### config.mk
export PLATFORM = sky130hd
export DESIGN_NAME = sdr_burst_colgen
export DESIGN_NICKNAME = d
export VERILOG_FILES = /design/src/rtl/sdr_burst_pkg.sv /design/src/rtl/sdr_bl_decode.sv /design/src/rtl/sdr_col_step.sv /design/src/rtl/sdr_burst_colgen.sv
export SDC_FILE = /design/constraint.sdc
export NUM_CORES = 1
export LEC_CHECK = 0
export CAP_MARGIN = 0
export CELL_PAD_IN_SITES_DETAIL_PLACEMENT = 1
export CELL_PAD_IN_SITES_GLOBAL_PLACEMENT = 2
export CORE_UTILIZATION = 23
export CTS_CLUSTER_SIZE = 12
export DETAILED_ROUTE_END_ITERATION = 8
export DONT_BUFFER_PORTS = 1
export MAX_ROUTING_LAYER = met4
export PLACE_DENSITY_LB_ADDON = 0.25
export SYNTH_ARGS = -nofsm -noshare
export SYNTH_HDL_FRONTEND = slang
export SYNTH_SLANG_ARGS = --single-unit
### constraint.sdc
create_clock -name clk -period 2.7 [get_ports clk]
set_input_delay 0.135 -clock clk [delete_from_list [all_inputs] [get_ports clk]]
set_output_delay 0.135 -clock clk [all_outputs]
set_load 0.03 [all_outputs]
### src/rtl/sdr_burst_pkg.sv
package sdr_burst_pkg;

    typedef enum logic [1:0] {
        ST_IDLE  = 2'd0,
        ST_BURST = 2'd1,
        ST_PAGE  = 2'd2
    } burst_st_e;

    localparam logic [2:0] BLC_ONE   = 3'b000;
    localparam logic [2:0] BLC_TWO   = 3'b001;
    localparam logic [2:0] BLC_FOUR  = 3'b010;
    localparam logic [2:0] BLC_EIGHT = 3'b011;
    localparam logic [2:0] BLC_PAGE  = 3'b111;

endpackage

### src/rtl/sdr_bl_decode.sv
module sdr_bl_decode
    import sdr_burst_pkg::*;
#(
    parameter int COL_W = 8
) (
    input  logic [2:0]       code,
    input  logic             ilv,
    input  logic             is_write,
    input  logic             wb_single,
    output logic [COL_W-1:0] span_mask,
    output logic             page,
    output logic             cfg_err
);
    logic [COL_W-1:0] raw_mask;
    logic             raw_page;

    // Length code to a low-ones mask; reserved codes collapse to one beat.
    always_comb begin
        raw_mask = '0;
        raw_page = 1'b0;
        cfg_err  = 1'b0;
        case (code)
            BLC_ONE:   raw_mask = COL_W'(0);
            BLC_TWO:   raw_mask = COL_W'(1);
            BLC_FOUR:  raw_mask = COL_W'(3);
            BLC_EIGHT: raw_mask = COL_W'(7);
            BLC_PAGE: begin
                if (ilv) cfg_err = 1'b1;
                else begin
                    raw_mask = '1;
                    raw_page = 1'b1;
                end
            end
            default:   cfg_err = 1'b1;
        endcase
    end

    // Single-location write mode overrides the programmed length.
    always_comb begin
        if (is_write && wb_single) begin
            span_mask = '0;
            page      = 1'b0;
        end else begin
            span_mask = raw_mask;
            page      = raw_page;
        end
    end

endmodule

### src/rtl/sdr_col_step.sv
module sdr_col_step #(
    parameter int COL_W = 8
) (
    input  logic [COL_W-1:0] base,
    input  logic [COL_W-1:0] idx,
    input  logic [COL_W-1:0] mask,
    input  logic             ilv,
    output logic [COL_W-1:0] col
);
    logic [COL_W-1:0] sum;

    assign sum = base + idx;

    // Bits inside the mask walk; bits above it keep the start value.
    for (genvar b = 0; b < COL_W; b++) begin : g_bit
        always_comb begin
            if (!mask[b])  col[b] = base[b];
            else if (ilv)  col[b] = base[b] ^ idx[b];
            else           col[b] = sum[b];
        end
    end

endmodule

### src/rtl/sdr_burst_colgen.sv
module sdr_burst_colgen
    import sdr_burst_pkg::*;
#(
    parameter int COL_W = 8,
    parameter int BLC_W = 3
) (
    input  logic             clk,
    input  logic             rst_n,
    input  logic             start,
    input  logic [COL_W-1:0] start_col,
    input  logic [BLC_W-1:0] bl_code,
    input  logic             burst_type,
    input  logic             is_write,
    input  logic             wb_single,
    input  logic             stop,
    output logic [COL_W-1:0] col,
    output logic             valid,
    output logic             last,
    output logic             cfg_err
);
    localparam logic [COL_W-1:0] ONE_IDX = COL_W'(1);

    burst_st_e        st_q, st_nx;
    logic [COL_W-1:0] base_q, mask_q, idx_q;
    logic             ilv_q;
    logic [COL_W-1:0] dec_mask, cur_col;
    logic             dec_page, dec_err, dec_single, at_end;

    sdr_bl_decode #(.COL_W(COL_W)) u_dec (
        .code      (bl_code),
        .ilv       (burst_type),
        .is_write  (is_write),
        .wb_single (wb_single),
        .span_mask (dec_mask),
        .page      (dec_page),
        .cfg_err   (dec_err)
    );

    sdr_col_step #(.COL_W(COL_W)) u_step (
        .base (base_q),
        .idx  (idx_q),
        .mask (mask_q),
        .ilv  (ilv_q),
        .col  (cur_col)
    );

    assign dec_single = (dec_mask == '0) && !dec_page;
    assign at_end     = (idx_q == mask_q);

    // Next-state logic.
    always_comb begin
        st_nx = st_q;
        if (start) begin
            if (dec_single)    st_nx = ST_IDLE;
            else if (dec_page) st_nx = ST_PAGE;
            else               st_nx = ST_BURST;
        end else begin
            unique case (st_q)
                ST_IDLE:  st_nx = ST_IDLE;
                ST_BURST: st_nx = (at_end || stop) ? ST_IDLE : ST_BURST;
                ST_PAGE:  st_nx = stop ? ST_IDLE : ST_PAGE;
                default:  st_nx = ST_IDLE;
            endcase
        end
    end

    // State register.
    always_ff @(posedge clk) begin
        if (!rst_n) st_q <= ST_IDLE;
        else        st_q <= st_nx;
    end

    // Output and burst-context registers.
    always_ff @(posedge clk) begin
        if (!rst_n) begin
            base_q  <= '0;
            mask_q  <= '0;
            idx_q   <= '0;
            ilv_q   <= 1'b0;
            col     <= '0;
            valid   <= 1'b0;
            last    <= 1'b0;
            cfg_err <= 1'b0;
        end else if (start) begin
            base_q  <= start_col;
            mask_q  <= dec_mask;
            ilv_q   <= burst_type && !dec_page;
            idx_q   <= ONE_IDX;
            col     <= start_col;
            valid   <= 1'b1;
            last    <= dec_single;
            cfg_err <= dec_err;
        end else begin
            unique case (st_q)
                ST_BURST: begin
                    col   <= cur_col;
                    valid <= 1'b1;
                    last  <= at_end || stop;
                    idx_q <= idx_q + ONE_IDX;
                end
                ST_PAGE: begin
                    col   <= cur_col;
                    valid <= 1'b1;
                    last  <= stop;
                    idx_q <= idx_q + ONE_IDX;
                end
                default: begin
                    valid <= 1'b0;
                    last  <= 1'b0;
                end
            endcase
        end
    end

    // the first beat shows the sampled start column
    p_first_beat_r2: assert property (@(posedge clk) disable iff (!rst_n)
        start |=> valid && (col == $past(start_col)));

    // nothing follows a final beat unless a new burst is launched
    p_quiet_after_last_r3: assert property (@(posedge clk) disable iff (!rst_n)
        (last && !start) |=> !valid);

    // bits above the burst block never move within a burst
    p_upper_hold_r4: assert property (@(posedge clk) disable iff (!rst_n)
        (valid && !last && !start) |=> (((col ^ $past(col)) & ~mask_q) == '0));

    // an accepted stop makes the next beat the final one
    p_stop_last_r7: assert property (@(posedge clk) disable iff (!rst_n)
        (valid && !last && stop && !start) |=> (valid && last));

    // single-location writes take one beat
    p_single_write_r8: assert property (@(posedge clk) disable iff (!rst_n)
        (start && is_write && wb_single) |=> (valid && last));

    // reserved configurations flag an error on a one-beat access
    p_reserved_err_r9: assert property (@(posedge clk) disable iff (!rst_n)
        (start && ((bl_code[2] && (bl_code[1:0] != 2'b11)) ||
                   (bl_code == 3'b111 && burst_type)))
        |=> (cfg_err && last));

endmodule

* After elaboration in Yosys (flattened, before gate mapping)
Cells that the tools add are included.
Cells by class: $add $sub $neg 2, bitwise gates (word level) 9, reduce and logical (&&, ||, !) cells 11, mux-type cells 38, equality and inequality tests 7
Operators with widths (count):
- $mux 8 | 4
- $pmux 8 s4 | 1
- $mux 1 | 26
- $add 8x1->8 const B | 1
- $add 8x8->8 | 1
- $eq 8x8->1 | 1
- $logic_not 8->1 | 1
- $mux 2 | 4
- $xor 1x1->1 | 8
- $eq 3x2->1 const B | 2
- $pmux 1 s2 | 2
- $pmux 2 s2 | 1
- $reduce_or 2->1 | 2
- $reduce_or 4->1 | 1
- $eq 3x1->1 const B | 1
- $eq 3x3->1 const B | 1
- $logic_and 1x1->1 | 3
- $logic_not 3->1 | 1
- $eq 2x1->1 const B | 1
- $eq 2x2->1 const B | 1
- $reduce_bool 2->1 | 1
- $logic_not 1->1 | 1
- $logic_or 1x1->1 | 1
- $not 1->1 | 1
Word-level totals: bits in registers 38, output and inout bits 11, word-level logic and storage cells 77

* Logic depth before layout (Yosys ltp)
Gate-level depths: netlist (run 1).
depth in word-level cells 7, mapped depth 8

* Cells and area by module
From an unflattened synthesis (run 1), not the netlist that was laid out.
Second synthesis, totals: cell total of the unflattened synthesis 249, area, all modules 2225.9 sq um
Modules (own cells, without submodules):
- sdr_burst_colgen | cells each 172, sequential area each 760.7 sq um, area an instance 1671.6 sq um, instances 1
- sdr_col_step | cells each 61, sequential area each 0.0 sq um, area an instance 442.9 sq um, instances 1
- sdr_bl_decode | cells each 16, sequential area each 0.0 sq um, area an instance 111.4 sq um, instances 1

* Least setup slack after synthesis (run 1)
OpenSTA, ideal clock, no wires.
path type register to register, start register idx_q[0], end register col[6], cell stages (with the launch flop) 9, path slack 0.773 ns, buffers on the path 0, data arrival time 1.869 ns, library setup time 0.058 ns, path through dfxtp_1 > ha_1 > inv_1 > fa_1 > nor2b_1 > o21ai_0 > a211oi_1 > mux2_2 > nand2_1
On the way: cells in the longest elaborated chain, start to end 5
Ends and longest elaborated chain:
- start, declared | RTL line sdr_burst_colgen.sv:24 | logic [COL_W-1:0] base_q, mask_q, idx_q;
- start signal, assigned | RTL line sdr_burst_colgen.sv:99 | idx_q <= idx_q + ONE_IDX;
- start signal, assigned | RTL line sdr_burst_colgen.sv:105 | idx_q <= idx_q + ONE_IDX;
- $add 8x8->8 | RTL line sdr_col_step.sv:12 | assign sum = base + idx;
- $mux 1 | RTL line sdr_col_step.sv:18 | else if (ilv) col[b] = base[b] ^ idx[b];
- $mux 1 | RTL line sdr_col_step.sv:17 | if (!mask[b]) col[b] = base[b];
- $mux 8 | RTL line sdr_burst_colgen.sv:94 | unique case (st_q)
- $mux 8 | RTL line sdr_burst_colgen.sv:84 | end else if (start) begin
- end signal, assigned | RTL line sdr_burst_colgen.sv:89 | col <= start_col;
- end signal, assigned | RTL line sdr_burst_colgen.sv:96 | col <= cur_col;
- end signal, assigned | RTL line sdr_burst_colgen.sv:102 | col <= cur_col;
- end, declared | RTL line sdr_burst_colgen.sv:16 | output logic [COL_W-1:0] col,
No other way between the ends. The select of a mux whose other input is x is not followed. A chain may end at the register's enable or synchronous reset.

* Worst setup path after layout (run 1)
Same ends and word-level chain as after synthesis.

==> reports/results.ini, run 1 <==
[status]
status=complete, no violations

[floorplan]
floorplan.die_area_um2=8890
die_width_um=94.3
initial_utilization_pct=23.8
ioPinCount=29
num_rows=33
die_y_um=94.3
core_um2=8220

[cts]
clkTransAtPathRegs_ns=0.07
clockRootBuffer=sky130_fd_sc_hd__clkbuf_8
numCtsBuffers=5
insertion_delay_ns=0.29
htree_levels=2
cts_tree=done
clock_path_buffers=2
cts_num_sinks=34

[sta]
setup_viol_count_final=0
final_max_slew_viol_count=0
worstMarginPinSlew_ns=0.956
post-route-period-util_pct=78.8
timing.fmax_mhz=470
setup-tns-final_ns=0
clock_skew_ns=0.00942
timing.final.hold_violations=0
rsz_0062_raised_after_global_routing=no
hold_ws_ns=0.00280
fin_crit_ns=2.13
timing.max_slew.rel_slack_pct=36.0

[routing]
vias=1645
drt-vias-per-instance=4.77
detail_route.wirelength.met1_um=2730
drt-initial-drc-count=51
routed-wl-met2_um=2500
route.top_layer_used=met4
drt-wirelength-per-cell_um=16.0
detail_route.wirelength_um=5520
drt_first_pass_iters=4
drt.antenna.violating_nets=0
amount_of_wire_on_met3_after_detailed_routing_um=207
drc=0

[cells_and_area]
layout.cells.most_common=sky130_fd_sc_hd__dfxtp_1
mostFrequentLayoutCells=34 x sky130_fd_sc_hd__dfxtp_1, 29 x sky130_fd_sc_hd__nand2_1, 18 x sky130_fd_sc_hd__a21oi_1
antenna-diode-count=0
num-nets-final=268
syn_to_final_growth_pct=12.3
layout-drive-gt1-share_pct=6.67

[synthesis]
syn-cell-area_um2=1960
count_of_flip_flops_with_a_built_in_enable_after_synthesis=0
synth.net_count=265
seq_area_frac_synth_pct=34.7
synthFlopType=sky130_fd_sc_hd__dfxtp_1
synth_mux_area_share_pct=5.68
post_synth_num_cell_types=46
synth.avg_cell_area_um2=8.30
synthCells=236
synth_fa_ha_area_share_pct=7.41
yosys.area_share.simple_pct=23.2
area_share_of_xor_xnor_cells_in_the_synthesized_design_pct=5.81
ys.warnings.count=0
dominant_combinational_cell_family_by_area_after_synthesis=simple AND/OR/NAND/NOR gates
synth_compound_gate_area_share_pct=18.7
ys_seq_elements=34
asyncSetResetFlopFracSynth_pct=0

[placement]
buffer_ports.inserted=0
gp_routability_congestion=0.718
dpl.hpwl_um=3860

[power_and_ir_drop]
seq_power_share_pct=52.5
internal_power_w=0.000783
power.share.switching_pct=27.6
powerDensity_nw_per_um2=492
leak_pwr_nw=0.825
clockPowerShare_pct=36.8
power.net_switching_w=0.000299
pwr-share-comb_pct=10.7
ir_drop_uv=139

[global_route]
grt_max_degree=27
grt_overall_usage_pct=14.4
number_of_antenna_violations_at_the_first_check_in_global_routing=0
global_route.overflow_total=0
grt_pass1_vias=1744
grt_pass1_wl_um=9250

[setup_path]
end_kind=flop
worst-endpoint-required_ns=2.93
cp.arrival_ns=2.36
path_buf_inv=1
timing.critical_path.max_delay_family=adder cells
worst_r2r_endpoint=col[6]$_SDFFE_PN0P_
cp_slowest_cell=sky130_fd_sc_hd__dfxtp_1
critical-path-max-stage-delay_ns=0.47
reg2reg_path_depth=8
worstSetupPathType=reg -> reg
worstPathMaxFanout=7
worst_r2r_startpoint=idx_q[0]$_SDFFE_PN0P_
timing.critical_path.cells=ha_1 -> inv_1 -> fa_1 -> nor2b_1 -> o21ai_0 -> a211oi_1 -> mux2_2 -> nand2_1
worstSetupStartpointType=flop
critical_path_cell_count=8
r2r_setup_slack_ns=0.57

[run]
cap_viol_max_count=0

[worst_hold_path]
hold-path-endpoint=col[5]$_SDFFE_PN0P_
worstHoldPathCells=2
hold_class=in -> reg
min_from=start_col[5]

-- logic make-up (layout without fill, tap and decap cells) --
kind of cell    Yosys count  in the layout
xor+xnor                 13             13
simple gates             90             90
mux                      11             11
buf+inv                  21             25
compound gates           56             56
flops                    34             34
fa+ha+maj                11             11
-- synth_stat cells, drive strengths merged, types with 8 or more instances --
cell    number  share of area [%]
a21oi       18                4.6
xor2         9                4.0
clkbuf       8                1.5
ha          10                6.4
a21boi      14                5.4
nor2        17                3.3
o21ai       10                2.6
nand3        8                2.0
nor2b       11                3.5
dfxtp       34                 35
nand2       29                5.6
inv          8                1.5
mux2i       10                5.1
-- worst max-delay path by stage --
stage | startpoint | end
after CTS | idx_q[0]$_SDFFE_PN0P_ | col[6]$_SDFFE_PN0P_
after global routing | idx_q[0]$_SDFFE_PN0P_ | col[6]$_SDFFE_PN0P_
after detailed placement | idx_q[0]$_SDFFE_PN0P_ | col[6]$_SDFFE_PN0P_
final | idx_q[0]$_SDFFE_PN0P_ | col[6]$_SDFFE_PN0P_
after floorplan | idx_q[0]$_SDFFE_PN0P_ | col[6]$_SDFFE_PN0P_
after global placement | idx_q[0]$_SDFFE_PN0P_ | col[6]$_SDFFE_PN0P_
-- metal layers --
metal,track usage (%),vias up
met1,17.8,779
met2,22.9,29
met5,-,-
li1,-,830
met3,3.32,7
met4,4.62,0
-- area by class of cell --
cell class	instances	area, um2
fill	961	6020
multi-input combinational	181	1190
sequential	34	681
tap	105	131
clock buffer	7	86.3
timing repair buffer	8	70.1
inverter	9	33.8
clock inverter	1	5.00
-- registers in the layout (all words and copies together), names as in the netlist --
signal / count
last: 1
mask_q: 4
st_q: 2
valid: 1
idx_q: 8
base_q: 8
col: 8
cfg_err: 1
ilv_q: 1
-- power by group through the flow --
stage | logic (W) | clock network [W] | registers [W]
finish | 0.000116 | 0.000397 | 0.000568
global route | 0.000134 | 0.000450 | 0.000572
CTS | 0.000119 | 0.000418 | 0.000569
detailed placement | 0.000106 | 0 | 0.000580
global placement | 0.000105 | 0 | 0.000580
floorplan | 0.0000930 | 0 | 0.000571
-- per-stage QoR --
step / worst slack [ns] / utilization (%) / total power (W) / cell area, um2 / cells
after floorplan: 0.773 / - / 0.000664 / 1960 / 236
after detailed placement: 0.553 / 25.2 / 0.000686 / 2070 / 333
after CTS: 0.536 / 26.8 / 0.00111 / 2200 / 345
after global routing: 0.369 / 26.8 / 0.00116 / 2200 / 345
final: 0.572 / 26.8 / 0.00108 / 2200 / 345
after global placement: 0.638 / 25.2 / 0.000685 / 2070 / 333
-- repair_timing --
action / 4_1_cts / 5_1_grt
buffers inserted: 0 / 0
hold buffers: 4 / 0
gates resized for setup: 0 / 0
endpoints found under the hold margin: 27 / 0
No activity file was read; power rests on OpenSTA's default activity.
==> run 2, diff against run 1 <==
==> constraint.sdc (replaced) <==
create_clock -name clk -period 2.2 [get_ports clk]
set_input_delay 0.11 -clock clk [delete_from_list [all_inputs] [get_ports clk]]
set_output_delay 0.11 -clock clk [all_outputs]
set_load 0.03 [all_outputs]
==> reports/results.ini, run 2 (synthesis results as in run 1) <==
[setup_path]
worstPathMaxFanout=3  ; -4
cp.arrival_ns=2.21  ; -0.15 ns
worstSetupPathType=reg -> reg
end_kind=flop
r2r_setup_slack_ns=0.21  ; -0.36 ns
worst_r2r_endpoint=col[6]$_SDFFE_PN0P_
worst_r2r_startpoint=base_q[0]$_SDFFE_PN0P_
worstSetupStartpointType=flop
worst-endpoint-required_ns=2.42  ; -0.51 ns
reg2reg_path_depth=8  ; unchanged

[cells_and_area]
filler_cell_count=975  ; +1.5%
combined_area_of_the_multi_input_logic_cells_um2=1190  ; unchanged
layout.cells.most_common=sky130_fd_sc_hd__dfxtp_1
top_regs=base_q x8, col x8, idx_q x8
num-nets-final=275  ; +2.6%
syn_to_final_growth_pct=14.8
mostFrequentLayoutCells=34 x sky130_fd_sc_hd__dfxtp_1, 29 x sky130_fd_sc_hd__nand2_1, 18 x sky130_fd_sc_hd__a21oi_1
antenna-diode-count=0  ; unchanged
total_area_of_sequential_cells_um2=681  ; unchanged
layout-drive-gt1-share_pct=8.16  ; +1.5 points

[routing]
vias=1687  ; +2.6%
drt-initial-drc-count=35  ; -31%
detail_route.wirelength_um=5560  ; +0.74%
drc=0  ; unchanged
drt-wirelength-per-cell_um=15.9  ; -0.70%
drt-vias-per-instance=4.82  ; +1.1%
drt.antenna.violating_nets=0  ; unchanged
drt_first_pass_iters=4  ; unchanged

[worst_hold_path]
hold-path-endpoint=mask_q[0]$_SDFFE_PN0P_
min_from=start
worstHoldPathCells=2  ; unchanged
hold_class=in -> reg

[floorplan]
die_y_um=94.3  ; unchanged
floorplan.die_area_um2=8890  ; unchanged
ioPinCount=29  ; unchanged
die_width_um=94.3  ; unchanged
num_rows=33  ; unchanged
core_um2=8220  ; unchanged
initial_utilization_pct=23.8  ; unchanged

[cts]
clkTransAtPathRegs_ns=0.07  ; about the same
clock_path_buffers=2  ; unchanged
insertion_delay_ns=0.29  ; about the same
post_cts.repair.setup_buffers=0  ; unchanged
clockRootBuffer=sky130_fd_sc_hd__clkbuf_8
cts_tree=done
cts_num_sinks=34  ; unchanged
post_cts_resize_count=0  ; unchanged
numCtsBuffers=5  ; unchanged
cts-hold-fix-buffers=6  ; +2
htree_levels=2  ; unchanged

[sta]
timing.final.hold_violations=0  ; unchanged
setup_viol_count_final=0  ; unchanged
final_max_slew_viol_count=0  ; unchanged
clock_skew_ns=0.0112  ; +0.00182 ns
setup-tns-final_ns=0  ; unchanged
timing.fmax_mhz=503  ; +7.1%
worstMarginPinSlew_ns=1.01  ; +0.0527 ns
rsz_0062_raised_after_global_routing=no
fin_crit_ns=1.99  ; -0.141 ns
timing.max_slew.rel_slack_pct=32.5  ; -3.5 points
hold_ws_ns=0.00819  ; +0.00539 ns
post-route-period-util_pct=90.3  ; +11 points

[global_route]
grt_pass1_wl_um=9470  ; +2.4%
grt_max_degree=30  ; +11%
number_of_antenna_violations_at_the_first_check_in_global_routing=0  ; unchanged
grt_overall_usage_pct=14.6  ; +0.26 points
grt_pass1_vias=1856  ; +6.4%
global_route.overflow_total=0  ; unchanged

[power_and_ir_drop]
powerDensity_nw_per_um2=585  ; +19%
ir_drop_uv=235  ; +69%
leak_pwr_nw=0.855  ; +3.6%

[placement]
dpl.hpwl_um=3950  ; +2.4%
buffer_ports.inserted=0  ; unchanged
gp_routability_congestion=0.689  ; -4.0%

[status]
status=complete, no violations

[run]
cap_viol_max_count=0  ; unchanged

==> run 2: cell count changes in the layout (fill, tap and decap cells not counted), sizes merged <==
cell	delta
clkinv	-1
buf	+5
dlygate4sd3	+2
clkbuf	-1
==> run 2: per-stage QoR <==
step | instances | cell area (um2) | power, W | util [%] | worst slack [ns]
2_1_floorplan | 236 | 1960 | 0.000815 | - | 0.273
3_3_place_gp | 338 | 2110 | 0.000844 | 25.6 | 0.254
3_5_place_dp | 338 | 2110 | 0.000846 | 25.6 | 0.213
4_1_cts | 350 | 2250 | 0.00134 | 27.4 | 0.186
5_1_grt | 350 | 2250 | 0.00139 | 27.4 | 0.0632
6_report | 350 | 2250 | 0.00131 | 27.4 | 0.213
==> run 2: cell type report <==
| cell class | count | share of cell area (%) |
|---|---|---|
| inverter | 9 | 1.50 |
| tap | 105 | 5.84 |
| multi-input combinational | 181 | 53.0 |
| clock buffer | 6 | 3.67 |
| sequential | 34 | 30.3 |
| timing repair buffer | 15 | 5.68 |
==> run 2: how the worst max path moves through the flow <==
stage	from	to	slack, ns	cells after the start
after floorplan	idx_q[0]$_SDFFE_PN0P_	col[6]$_SDFFE_PN0P_	0.27	8
after global placement	base_q[1]$_SDFFE_PN0P_	col[5]$_SDFFE_PN0P_	0.25	6
after detailed placement	base_q[0]$_SDFFE_PN0P_	col[6]$_SDFFE_PN0P_	0.21	8
after CTS	base_q[0]$_SDFFE_PN0P_	col[6]$_SDFFE_PN0P_	0.19	8
after global routing	base_q[0]$_SDFFE_PN0P_	col[6]$_SDFFE_PN0P_	0.06	8
final	base_q[0]$_SDFFE_PN0P_	col[6]$_SDFFE_PN0P_	0.21	8
==> run 2: worst max-delay path: stages, from the launching register on <==
cell	delay, ns
sky130_fd_sc_hd__dfxtp_1	0.35
sky130_fd_sc_hd__ha_1	0.18
sky130_fd_sc_hd__inv_1	0.06
sky130_fd_sc_hd__fa_1	0.40
sky130_fd_sc_hd__nor2b_1	0.12
sky130_fd_sc_hd__o21ai_0	0.11
sky130_fd_sc_hd__a211oi_1	0.29
sky130_fd_sc_hd__mux2_2	0.36
sky130_fd_sc_hd__nand2_1	0.05
==> run 2: report_power, final <==
group | switching, W | leakage, nW | internal, W | total, W
combinational | 0.0000845 | 0.534 | 0.0000689 | 0.000153
sequential | 0.0000500 | 0.279 | 0.000644 | 0.000694
clock | 0.000226 | 0.0431 | 0.000242 | 0.000467
==> run 2: per-layer routing <==
layer | share of wire (%) | track usage, % | vias to the layer above
met5 | 0 | - | -
met4 | 1.3 | 4.87 | 0
met3 | 4.4 | 3.16 | 10
met2 | 46 | 23.9 | 29
met1 | 48 | 17.8 | 807
li1 | - | - | 841
==> run 3, diff against run 2 <==
--- a/config.mk
+++ b/config.mk
@@ -8,12 +8,13 @@
 export CAP_MARGIN = 0
 export CELL_PAD_IN_SITES_DETAIL_PLACEMENT = 1
 export CELL_PAD_IN_SITES_GLOBAL_PLACEMENT = 2
-export CORE_UTILIZATION = 23
+export CORE_UTILIZATION = 37
 export CTS_CLUSTER_SIZE = 12
 export DETAILED_ROUTE_END_ITERATION = 8
 export DONT_BUFFER_PORTS = 1
 export MAX_ROUTING_LAYER = met4
 export PLACE_DENSITY_LB_ADDON = 0.25
+export SLEW_MARGIN = 20
 export SYNTH_ARGS = -nofsm -noshare
 export SYNTH_HDL_FRONTEND = slang
 export SYNTH_SLANG_ARGS = --single-unit
==> reports/results.ini, run 3 (synthesis results as in run 1) <==
[status]
status=complete, no violations

[cells_and_area]
layoutNonFillerInstCount=313  ; -11%
mostFrequentLayoutCells=34 x sky130_fd_sc_hd__dfxtp_1, 29 x sky130_fd_sc_hd__nand2_1, 18 x sky130_fd_sc_hd__a21oi_1
syn_to_final_growth_pct=11.3
layout.cells.most_common=sky130_fd_sc_hd__dfxtp_1
top_regs=base_q x8, col x8, idx_q x8
filler_cell_count=635  ; -35%
combined_area_of_the_multi_input_logic_cells_um2=1190  ; unchanged
total_area_of_sequential_cells_um2=681  ; unchanged
num-nets-final=271  ; -1.5%
layout-drive-gt1-share_pct=7.41  ; -0.76 points
antenna-diode-count=0  ; unchanged

[sta]
setup-tns-final_ns=0  ; unchanged
fin_crit_ns=1.96  ; -0.0234 ns
setup_viol_count_final=0  ; unchanged
timing.max_slew.rel_slack_pct=37.5  ; +4.9 points
final_max_slew_viol_count=0  ; unchanged
rsz_0062_raised_after_global_routing=no
worstMarginPinSlew_ns=0.935  ; -0.0740 ns
clock_skew_ns=0.00812  ; -0.00312 ns
post-route-period-util_pct=89.2  ; -1.1 points
timing.final.hold_violations=0  ; unchanged
final.setup.worst_slack_ns=0.237  ; +0.0234 ns
timing.fmax_mhz=509  ; +1.2%

[routing]
drt-wirelength-per-cell_um=16.1  ; +1.6%
drt-vias-per-instance=5.32  ; +10%
drt-initial-drc-count=80  ; +130%
detail_route.wirelength_um=5050  ; -9.2%
drt_first_pass_iters=4  ; unchanged
drt.antenna.violating_nets=0  ; unchanged
vias=1665  ; -1.3%
drc=0  ; unchanged

[setup_path]
end_kind=flop
timing.critical_path.cells=inv_1 -> fa_1 -> nor2b_1 -> o21ai_0 -> a211oi_1 -> mux2_2 -> nand2_1
cp.arrival_ns=2.19  ; -0.02 ns
worstSetupPathType=reg -> reg
path_buf_inv=1  ; unchanged
worstSetupStartpointType=flop
worst-endpoint-required_ns=2.43  ; about the same
worstPathMaxFanout=8  ; +5
cp_slowest_cell=sky130_fd_sc_hd__dfxtp_1
critical-path-max-stage-delay_ns=0.48  ; +0.08 ns
timing.critical_path.max_delay_family=flip-flops

[power_and_ir_drop]
powerDensity_nw_per_um2=606  ; +3.6%
ir_drop_uv=350  ; +49%
leak_pwr_nw=0.840  ; -1.8%

[floorplan]
die_y_um=74.8  ; -21%
floorplan.die_area_um2=5590  ; -37%
core_um2=5110  ; -38%
num_rows=26  ; -21%
initial_utilization_pct=38.4  ; +15 points
die_width_um=74.8  ; -21%
ioPinCount=29  ; unchanged

[placement]
gp_routability_congestion=0.789  ; +14%
buffer_ports.inserted=0  ; unchanged
place_inst=300  ; -11%
placement.setup.worst_slack_ns=0.235  ; +0.0218 ns
dpl.hpwl_um=3610  ; -8.6%

[global_route]
grt_max_degree=30  ; unchanged
grt_pass1_vias=1680  ; -9.5%
grt_pass1_wl_um=8300  ; -12%
global_route.overflow_total=0  ; unchanged
grt_overall_usage_pct=20.8  ; +6.2 points
number_of_antenna_violations_at_the_first_check_in_global_routing=0  ; unchanged

[cts]
clkTransAtPathRegs_ns=0.07  ; about the same
numCtsBuffers=5  ; unchanged
cts_num_sinks=34  ; unchanged
clockRootBuffer=sky130_fd_sc_hd__clkbuf_8
cts_tree=done
htree_levels=2  ; unchanged
clock_path_buffers=2  ; unchanged
insertion_delay_ns=0.28  ; about the same
post_cts_resize_count=0  ; unchanged

[worst_hold_path]
hold_class=in -> reg

[run]
cap_viol_max_count=0  ; unchanged

## run 3: final timing paths
path	slack [ns]	startpoint	endpoint	cells past startpoint
worst max-delay path	0.24	idx_q[1]$_SDFFE_PP0P_	col[6]$_SDFFE_PN0P_	7
worst min-delay path	0.003	burst_type	ilv_q$_SDFFE_PN0P_	2
worst max register to register	0.24	idx_q[1]$_SDFFE_PP0P_	col[6]$_SDFFE_PN0P_	7
worst min register to register	0.50	base_q[7]$_SDFFE_PN0P_	base_q[7]$_SDFFE_PN0P_	2
## run 3: through the flow
| step | instance area [um2] | power (W) | hold slack [ns] | utilization, % |
|---|---|---|---|---|
| finish | 2180 | 0.00132 | 0.00331 | 42.7 |
| detailed placement | 2040 | 0.000841 | 0.239 | 39.9 |
| global placement | 2040 | 0.000838 | 0.237 | 39.9 |
| global route | 2180 | 0.00139 | 0.00845 | 42.7 |
| floorplan | 1960 | 0.000815 | 0.249 | - |
| CTS | 2180 | 0.00134 | 0.000507 | 42.7 |
## run 3: per-layer routing
metal / global-route usage [%] / up-vias / wire, um
met5: - / - / 0
met4: 5.66 / 0 / 60
met3: 4.55 / 5 / 195
met2: 35.1 / 28 / 2400
met1: 25.1 / 794 / 2400
li1: - / 838 / -
## run 3: layout make-up
class                           instances  area share (%)
Timing Repair Buffer                   11            4.36
Clock buffer                            7            3.96
Tap cell                               70            4.02
Inverter                                9            1.55
Multi-Input combinational cell        181            54.7
Sequential cell                        34            31.2
Clock inverter                          1           0.229
## run 3: worst register-to-register path: stages (launching register included)
cell	delay, ns
sky130_fd_sc_hd__dfxtp_1	0.48
sky130_fd_sc_hd__inv_1	0.10
sky130_fd_sc_hd__fa_1	0.44
sky130_fd_sc_hd__nor2b_1	0.12
sky130_fd_sc_hd__o21ai_0	0.10
sky130_fd_sc_hd__a211oi_1	0.27
sky130_fd_sc_hd__mux2_2	0.36
sky130_fd_sc_hd__nand2_1	0.05
## run 3: timing repair
item	CTS	global route
buffers inserted	0	0
hold buffers	5	0
endpoints found under the hold margin	27	0
## run 3: where the power goes
part	internal (W)	total (W)	switching [W]
sequential	0.000643	0.000694	0.0000509
combinational	0.0000671	0.000147	0.0000794
clock	0.000253	0.000480	0.000228
